## src/rtl/tile_buf_pkg.sv

```systemverilog
package tile_buf_pkg;
  // Strobes from the sequencer to the code store
  typedef struct packed {
    logic shiftIn;  // accept a new code at the tail
    logic rotate;   // move the head entry to the tail
  } bufStrobes_t;
endpackage

```

## src/rtl/tile_buf_store.sv

```systemverilog
module tile_buf_store
  import tile_buf_pkg::*;
#(
  parameter int NUM_TILES = 20,
  parameter int CODE_W    = 8
) (
  input  logic              clk,
  input  logic              rstN,
  input  bufStrobes_t       str,
  input  logic [CODE_W-1:0] inCode,
  output logic [CODE_W-1:0] outCode
);
  logic [CODE_W-1:0] slot [NUM_TILES];

  for (genvar i = 0; i < NUM_TILES; i++) begin : g_slot
    logic [CODE_W-1:0] nextVal;
    if (i == NUM_TILES - 1) begin : g_tail
      assign nextVal = str.shiftIn ? inCode : slot[0];
    end else begin : g_body
      assign nextVal = slot[i+1];
    end
    always_ff @(posedge clk) begin
      if (!rstN) slot[i] <= '0;
      else if (str.shiftIn || str.rotate) slot[i] <= nextVal;
    end
  end

  assign outCode = slot[0];

  assert_strobe_excl_R5: assert property (@(posedge clk) disable iff (!rstN)
    !(str.shiftIn && str.rotate));

  assert_rotate_tail_R3: assert property (@(posedge clk) disable iff (!rstN)
    str.rotate |=> slot[NUM_TILES-1] == $past(slot[0]));

  assert_hold_R5: assert property (@(posedge clk) disable iff (!rstN)
    !str.shiftIn && !str.rotate |=> $stable(outCode));
endmodule

```

## src/rtl/tile_buf_seq.sv

```systemverilog
module tile_buf_seq
  import tile_buf_pkg::*;
#(
  parameter int NUM_TILES      = 20,
  parameter int LINES_PER_ROW  = 16,
  parameter int ROWS_PER_FRAME = 12,
  localparam int IDX_W  = $clog2(NUM_TILES + 1),
  localparam int LINE_W = $clog2(LINES_PER_ROW + 1),
  localparam int ROW_W  = $clog2(ROWS_PER_FRAME + 1)
) (
  input  logic             clk,
  input  logic             rstN,
  input  logic             frameStart,
  input  logic             lineStart,
  input  logic             inValid,
  input  logic             outReq,
  output bufStrobes_t      str,
  output logic [IDX_W-1:0] outIdx,
  output logic             loadReq,
  output logic             frameDone
);
  logic              loading;
  logic [IDX_W-1:0]  loadCnt;
  logic [LINE_W-1:0] lineCnt;
  logic [ROW_W-1:0]  rowCnt;
  logic lineLast, rowLast, loadLast, idxLast;

  assign lineLast = lineCnt == LINE_W'(LINES_PER_ROW - 1);
  assign rowLast  = rowCnt  == ROW_W'(ROWS_PER_FRAME - 1);
  assign loadLast = loadCnt == IDX_W'(NUM_TILES - 1);
  assign idxLast  = outIdx  == IDX_W'(NUM_TILES - 1);

  always_comb begin
    str.shiftIn = inValid && loading && !frameStart;
    str.rotate  = outReq && !loading && !frameStart;
  end

  always_ff @(posedge clk) begin
    if (!rstN || frameStart) begin
      loading   <= 1'b1;
      loadCnt   <= '0;
      lineCnt   <= '0;
      rowCnt    <= '0;
      outIdx    <= '0;
      frameDone <= 1'b0;
    end else begin
      if (str.shiftIn) begin
        outIdx  <= '0;
        loadCnt <= loadLast ? '0 : loadCnt + 1'b1;
        if (loadLast) loading <= 1'b0;
      end
      if (str.rotate) outIdx <= idxLast ? '0 : outIdx + 1'b1;
      if (lineStart && !frameDone) begin
        if (lineLast) begin
          lineCnt <= '0;
          if (rowLast) begin
            frameDone <= 1'b1;
          end else begin
            rowCnt  <= rowCnt + 1'b1;
            loading <= 1'b1;
            loadCnt <= '0;
            outIdx  <= '0;
          end
        end else begin
          lineCnt <= lineCnt + 1'b1;
        end
      end
    end
  end

  assign loadReq = loading;

  assert_idx_range_R4: assert property (@(posedge clk) disable iff (!rstN)
    outIdx < IDX_W'(NUM_TILES));

  assert_load_done_R2: assert property (@(posedge clk) disable iff (!rstN)
    str.shiftIn && loadLast && !lineStart |=> !loadReq && outIdx == '0);

  assert_frame_clear_R8: assert property (@(posedge clk) disable iff (!rstN)
    frameStart |=> loadReq && !frameDone && lineCnt == '0 && rowCnt == '0);

  assert_done_freeze_R7: assert property (@(posedge clk) disable iff (!rstN)
    frameDone && !frameStart |=> frameDone && $stable(rowCnt) && $stable(lineCnt));

  assert_done_noload_R7: assert property (@(posedge clk) disable iff (!rstN)
    $rose(frameDone) |-> !loadReq);
endmodule

```

## src/rtl/tile_row_buffer.sv

```systemverilog
module tile_row_buffer
  import tile_buf_pkg::*;
#(
  parameter int NUM_TILES      = 20,
  parameter int CODE_W         = 8,
  parameter int LINES_PER_ROW  = 16,
  parameter int ROWS_PER_FRAME = 12,
  localparam int IDX_W = $clog2(NUM_TILES + 1)
) (
  input  logic              clk,
  input  logic              rstN,
  input  logic              frameStart,
  input  logic              lineStart,
  input  logic              inValid,
  input  logic [CODE_W-1:0] inCode,
  input  logic              outReq,
  output logic [CODE_W-1:0] outCode,
  output logic [IDX_W-1:0]  outIdx,
  output logic              loadReq,
  output logic              frameDone
);
  bufStrobes_t str;

  tile_buf_seq #(
    .NUM_TILES(NUM_TILES), .LINES_PER_ROW(LINES_PER_ROW), .ROWS_PER_FRAME(ROWS_PER_FRAME)
  ) u_seq (
    .clk(clk), .rstN(rstN), .frameStart(frameStart), .lineStart(lineStart),
    .inValid(inValid), .outReq(outReq), .str(str), .outIdx(outIdx),
    .loadReq(loadReq), .frameDone(frameDone)
  );

  tile_buf_store #(.NUM_TILES(NUM_TILES), .CODE_W(CODE_W)) u_store (
    .clk(clk), .rstN(rstN), .str(str), .inCode(inCode), .outCode(outCode)
  );
endmodule

```

## config.mk

```make
export PLATFORM = sky130hd
export DESIGN_NAME = tile_row_buffer
export DESIGN_NICKNAME = d
export VERILOG_FILES = /design/src/rtl/tile_buf_pkg.sv /design/src/rtl/tile_buf_store.sv /design/src/rtl/tile_buf_seq.sv /design/src/rtl/tile_row_buffer.sv
export SDC_FILE = /design/constraint.sdc
export NUM_CORES = 1
export LEC_CHECK = 0
export BUFFER_PORTS_ARGS = -buffer_cell sky130_fd_sc_hd__buf_2
export CAP_MARGIN = 10
export CORE_UTILIZATION = 50
export DETAILED_ROUTE_END_ITERATION = 7
export PLACE_DENSITY = 0.67
export SETUP_SLACK_MARGIN = 0.02
export SLEW_MARGIN = 25
export SYNTH_ARGS = -nofsm -noshare
export SYNTH_HDL_FRONTEND = slang
export SYNTH_SLANG_ARGS = --single-unit
```

## constraint.sdc

```tcl
create_clock -name clk -period 16.5 [get_ports clk]
set_input_delay 2.475 -clock clk [delete_from_list [all_inputs] [get_ports clk]]
set_output_delay 2.475 -clock clk [all_outputs]
set_load 0.005 [all_outputs]
```

## Word level (Yosys, flattened, before mapping)

Memory sizes are Yosys's and may differ from the RTL's.
Cells that the tools add are included.

- Memories: 1
- Memory bits (writable): 160
- Flip-flop bits (word level): 21
- Word-level logic and storage cells: 91
- Output and inout bits: 15
- Bits of input ports: 14

- Reduce and logical (&&, ||, !) cells: 13
- Mux-type cells: 42
- Bitwise gates (word level): 21
- Add/subtract/negate cells: 4
- Equality and inequality tests: 4

Memory list:

| memory | words | width | rd ports | clocked after Yosys merged registers in | write ports | RTL line | source |
|---|---|---|---|---|---|---|---|
| u_store.slot | 20 | 8 | 20 | 0 | 20 | tile_buf_store.sv:13 | `logic [CODE_W-1:0] slot [NUM_TILES];` |

Operators with widths:

| cell | number |
|---|---|
| $mux 8 | 21 |
| $mux 5 | 12 |
| $or 1x1->1 | 20 |
| $add 5x1->5 const B | 3 |
| $eq 5x5->1 const B | 2 |
| $mux 1 | 9 |
| $reduce_and 3->1 | 2 |
| $eq 5x4->1 const B | 1 |
| $logic_and 1x1->1 | 5 |
| $add 4x1->4 const B | 1 |
| $eq 4x4->1 const B | 1 |
| $logic_not 1->1 | 4 |
| $logic_or 1x1->1 | 2 |
| $not 1->1 | 1 |

## Longest topological paths before layout

- Word-level depth: 8
- Mapped depth: 7
- Mapped depth without buffers: 4

## Hierarchy

From an unflattened synthesis, not the netlist that was laid out.

- Cell total of the unflattened synthesis: 473
- Area, all modules: 7070.5 um^2

Modules (own cells, without submodules):

| module | area an instance (um^2) | cells each | times used | sequential area each (um^2) |
|---|---|---|---|---|
| tile_buf_store | 6059.6 | 359 | 1 | 4804.6 |
| tile_buf_seq | 1011.0 | 114 | 1 | 420.4 |

## Worst setup path before layout

No wires, ideal clock.

- Path kind: input -> register
- Start point: input frameStart
- End point: memory u_store.slot[0][0], enable pin
- Data required time: 15.599 ns
- Path buffers: 1
- Setup time: 0.901 ns
- Setup slack: 1.798 ns
- Stages on the path: 2
- Arrival: 13.801 ns
- Cell sequence: buf_2 o21ai_0

RTL lines:

| item | RTL line | source |
|---|---|---|
| start, declared | tile_row_buffer.sv:12 | `input logic frameStart,` |
| end, declared | tile_buf_store.sv:13 |  |

==> metrics.log <==
[metrics] part of the cycle the worst path needs: 0.2657
[metrics] Finished Layout Cells: around 700
[metrics] post-synthesis instance total: ~480
[metrics] Max Cap Violations: 0
[metrics] count of yosys warnings during synthesis: 0
[metrics] RR Endpoint: u_store.slot[8][6]$_SDFFCE_PN0P_
[metrics] maximum level of the CTS H-tree: 4
[metrics] path type of the worst setup path: in2reg
[metrics] sequential standard cell area: 5225 um2
[metrics] row count: 43
[metrics] number of buffers inserted for hold repair after clock tree synthesis: 0
[metrics] I/O pin count: 29
[metrics] slack of the worst reg-to-reg path: ~14000 ps
[metrics] maximum fanout along the worst path: 85
[metrics] IR drop worst, VDD: approximately 0.000066 V
[metrics] fmax: approximately 0.23 GHz
[metrics] Final Critical Period: 4384 ps
[metrics] width of the chip: 121.3 um
[metrics] clk_lat worst skew: 420 ps
[metrics] number of resized instances in the post-cts repair step: 0
[metrics] number of setup violations in the final report: 0
[metrics] Max stage delay cell, worst path: sky130_fd_sc_hd__buf_4
[metrics] HPWL after DPL: about 5800 um
[metrics] hold slack: 471.7 ps
[metrics] antenna viol nets, final: 0
[metrics] worst-case clock buffer depth: 2
[metrics] total setup buffers inserted after CTS: 0
[metrics] Hold/Removal Path Class: reg2reg
[metrics] initial antenna violation count: 0
[metrics] multi-input gate area in the final layout: around 1700 um2
[metrics] maximum number of pins on one net before global-route repair: 86
[metrics] post-route cell area: around 8000 um2
[metrics] Final GP Congestion: approximately 0.75
[metrics] utilization of the core after routing: 0.5734
[metrics] setup repair after global routing missed its margin: false
[metrics] number of pins with negative max-slew slack in the final report: 0
[metrics] final setup TNS: 0 ps
[metrics] top cell family by delay on the critical path: buffers and inverters
[metrics] Vert. Die Dim: 121.3 um
[metrics] number of global-route vias before repair: 3543
[metrics] worst-path cell chain: buf_2 > mux2i_1 > o21ai_4 > buf_4 > buf_6
[metrics] most frequent standard cell in the layout excluding fill and tap cells: sky130_fd_sc_hd__edfxtp_1
[metrics] aggregate global routing overflow: 0
[metrics] wire length of the first global-routing pass: between 15000 and 20000 um
[metrics] core region area: between 10000 and 15000 um2
[metrics] first-iteration detailed-routing DRC count: between 300 and 400
[metrics] cell total after placement: between 600 and 700
[metrics] post-synthesis cell area: between 7000 and 8000 um2
[metrics] count of buffer and inverter cells on the critical path: 3
[metrics] CTS buffer count: 17
[metrics] Post-Place Worst Slack: between 10000 and 15000 ps
[metrics] transition time at the pin with the least slew margin: slightly above 900 ps
[metrics] total die area: ~15000 um2
[metrics] number of library cell types mapped by synthesis: 39
[metrics] hold_sp: u_seq.lineCnt[1]$_SDFFE_PP0P_
[metrics] fraction of power consumed by combinational cells: 0.029
[metrics] WP data required: between 15000 and 20000 ps
[metrics] net switching share of the total power: 0.2054
[metrics] startpoint of the worst register-to-register path: u_seq.loadReq$_SDFF_PP1_
[metrics] endpoint kind of the worst setup timing path: register
[metrics] overall routed net length: ~10000 um
[metrics] clock tree root buffer cell: sky130_fd_sc_hd__clkbuf_16
[metrics] commonest cells after routing, fill and taps aside: sky130_fd_sc_hd__edfxtp_1, sky130_fd_sc_hd__and2_1, sky130_fd_sc_hd__nand2_1, sky130_fd_sc_hd__buf_2, sky130_fd_sc_hd__dfxtp_1
[metrics] post-synth net total: ~500
[metrics] count of clock tree sinks: around 180
[metrics] syn avg cell area: between 10 and 15 um2
[metrics] clock-pin slew reported for the worst setup and hold paths after clock tree synthesis: about 70 ps
[metrics] starting utilization of the core area: 0.5123
[metrics] Endpoint, Worst Hold: u_seq.lineCnt[1]$_SDFFE_PP0P_
[metrics] power density over the cells: roughly 120 nW/um2
[metrics] worst-case setup margin in the final layout: between 10000 and 15000 ps
[metrics] total track usage: 0.1622
[metrics] top_reg_cell synth: sky130_fd_sc_hd__edfxtp_1
[metrics] Max Clock Skew: around 9.3 ps
[metrics] total internal power: 757.6 uW
[metrics] Vias: approximately 3600
[metrics] depth of the most critical reg-to-reg path: 4
[metrics] Worst EP arrival: roughly 4400 ps
[metrics] category of the worst setup path launch point: primary input
[metrics] TritonCTS clock tree: yes
[metrics] number of nets in the final layout: ~530
[metrics] number of hold-slack violations in the final timing report: 0
[metrics] net switching power: a little under 200 uW
[metrics] Post-synth EDFFs: 160
[metrics] length of the first detailed-routing pass in iterations: 4
[metrics] average vias per placed instance: 5.140
[metrics] Port Buffer Count: 28
[metrics] flop and latch count out of synthesis: between 150 and 200
[metrics] part of the power in the clock network: 0.415
[metrics] antenna diode instance count: 0
[metrics] number of instances on the worst hold path: 2
[metrics] wire length per cell after detailed routing: between 10 and 15 um
[metrics] Total Power Consumption: 953.4 uW
[metrics] Post-route DRC: 0
[metrics] leakage power: around 3.0 nW
[metrics] sequential-to-total area share from yosys stat: 0.7347
[metrics] standard cell area after detailed placement: approximately 7400 um2
[metrics] Layout area overhead: 11.91%
[metrics] share of layout cells above drive strength 1: 0.1286
[metrics] worst slew margin relative to its limit: 0.3806
[metrics] filler instances: around 1100
[metrics] outcome: finished, final reports clean
[metrics] share of total power in sequential cells: 0.556
[metrics] fraction of registers with async set or reset after synthesis: 0
[metrics] Largest stage delay, worst path: ~700 ps
## synthesized netlist by cell type, types with 4 or more instances
cell type	n	area share
sky130_fd_sc_hd__edfxtp_1	160	0.68
sky130_fd_sc_hd__and2_1	152	0.13
sky130_fd_sc_hd__nand2_1	28	0.015
sky130_fd_sc_hd__dfxtp_1	21	0.059
sky130_fd_sc_hd__a21oi_1	19	0.013
sky130_fd_sc_hd__buf_6	11	0.017
sky130_fd_sc_hd__clkbuf_1	10	0.0053
sky130_fd_sc_hd__nand3_1	10	0.0070
sky130_fd_sc_hd__o21ai_0	7	0.0049
sky130_fd_sc_hd__nor2b_1	6	0.0053
sky130_fd_sc_hd__ha_1	4	0.0070
sky130_fd_sc_hd__nor2_1	4	0.0021
sky130_fd_sc_hd__o31ai_1	4	0.0042
sky130_fd_sc_hd__or3_1	4	0.0035
## layout make-up
cell class	count	area share
Tap cell	180	0.02830
Clock buffer	21	0.06461
Timing Repair Buffer	32	0.02342
Sequential cell	181	0.6565
Inverter	2	0.0009432
Clock inverter	11	0.01069
Multi-Input combinational cell	274	0.2155
## flip-flops by register name, summed over array words and instances, names as in the netlist
register	flops
u_seq.frameDone	1
u_seq.lineCnt	5
u_seq.loadCnt	5
u_seq.loadReq	1
u_seq.outIdx	5
u_seq.rowCnt	4
u_store.slot	160
## metal layers
metal / GRT usage / part of all wire / wire length (um)
met5: 0 / 0 / 0
met4: 0.07485 / 0.013 / 135
met3: 0.04464 / 0.028 / 292
met2: 0.2332 / 0.47 / 4903
met1: 0.2292 / 0.49 / 5112
## how the worst max path moves through the flow
stage / from / endpoint / slack, ps / cells past startpoint
after floorplan: frameStart / u_store.slot[0][0]$_SDFFCE_PN0P_ / 1800 / 2
after global placement: inValid / u_store.slot[8][4]$_SDFFCE_PN0P_ / 11500 / 5
after detailed placement: inValid / u_store.slot[8][4]$_SDFFCE_PN0P_ / 11370 / 5
after CTS: inValid / u_store.slot[6][4]$_SDFFCE_PN0P_ / 11840 / 5
after global routing: inValid / u_store.slot[6][4]$_SDFFCE_PN0P_ / 11970 / 5
final: inValid / u_store.slot[8][6]$_SDFFCE_PN0P_ / 12120 / 5
## power by group through the flow
stage,clock network [mW],logic (mW),registers [mW]
after floorplan,0,0.0203,0.547
after global routing,0.420,0.0316,0.532
final,0.396,0.0279,0.530
after detailed placement,0,0.0283,0.539
after CTS,0.404,0.0284,0.530
after global placement,0,0.0269,0.540
## kinds of logic (layout without fill, tap and decap cells)
logic type,Yosys count,in the layout,synth area share
simple gates,223,223,0.1895
flops,181,181,0.7347
compound gates,43,43,0.03695
buf+inv,26,66,0.02569
fa+ha+maj,4,4,0.007038
mux,3,3,0.004926
xor+xnor,1,1,0.001232
## worst min-delay path, stage by stage (launching register included)
cell and delay (ps):
sky130_fd_sc_hd__dfxtp_1 320, sky130_fd_sc_hd__nand2_1 60, sky130_fd_sc_hd__a21oi_1 50
Note: power is estimated with default switching activity, not from simulation.
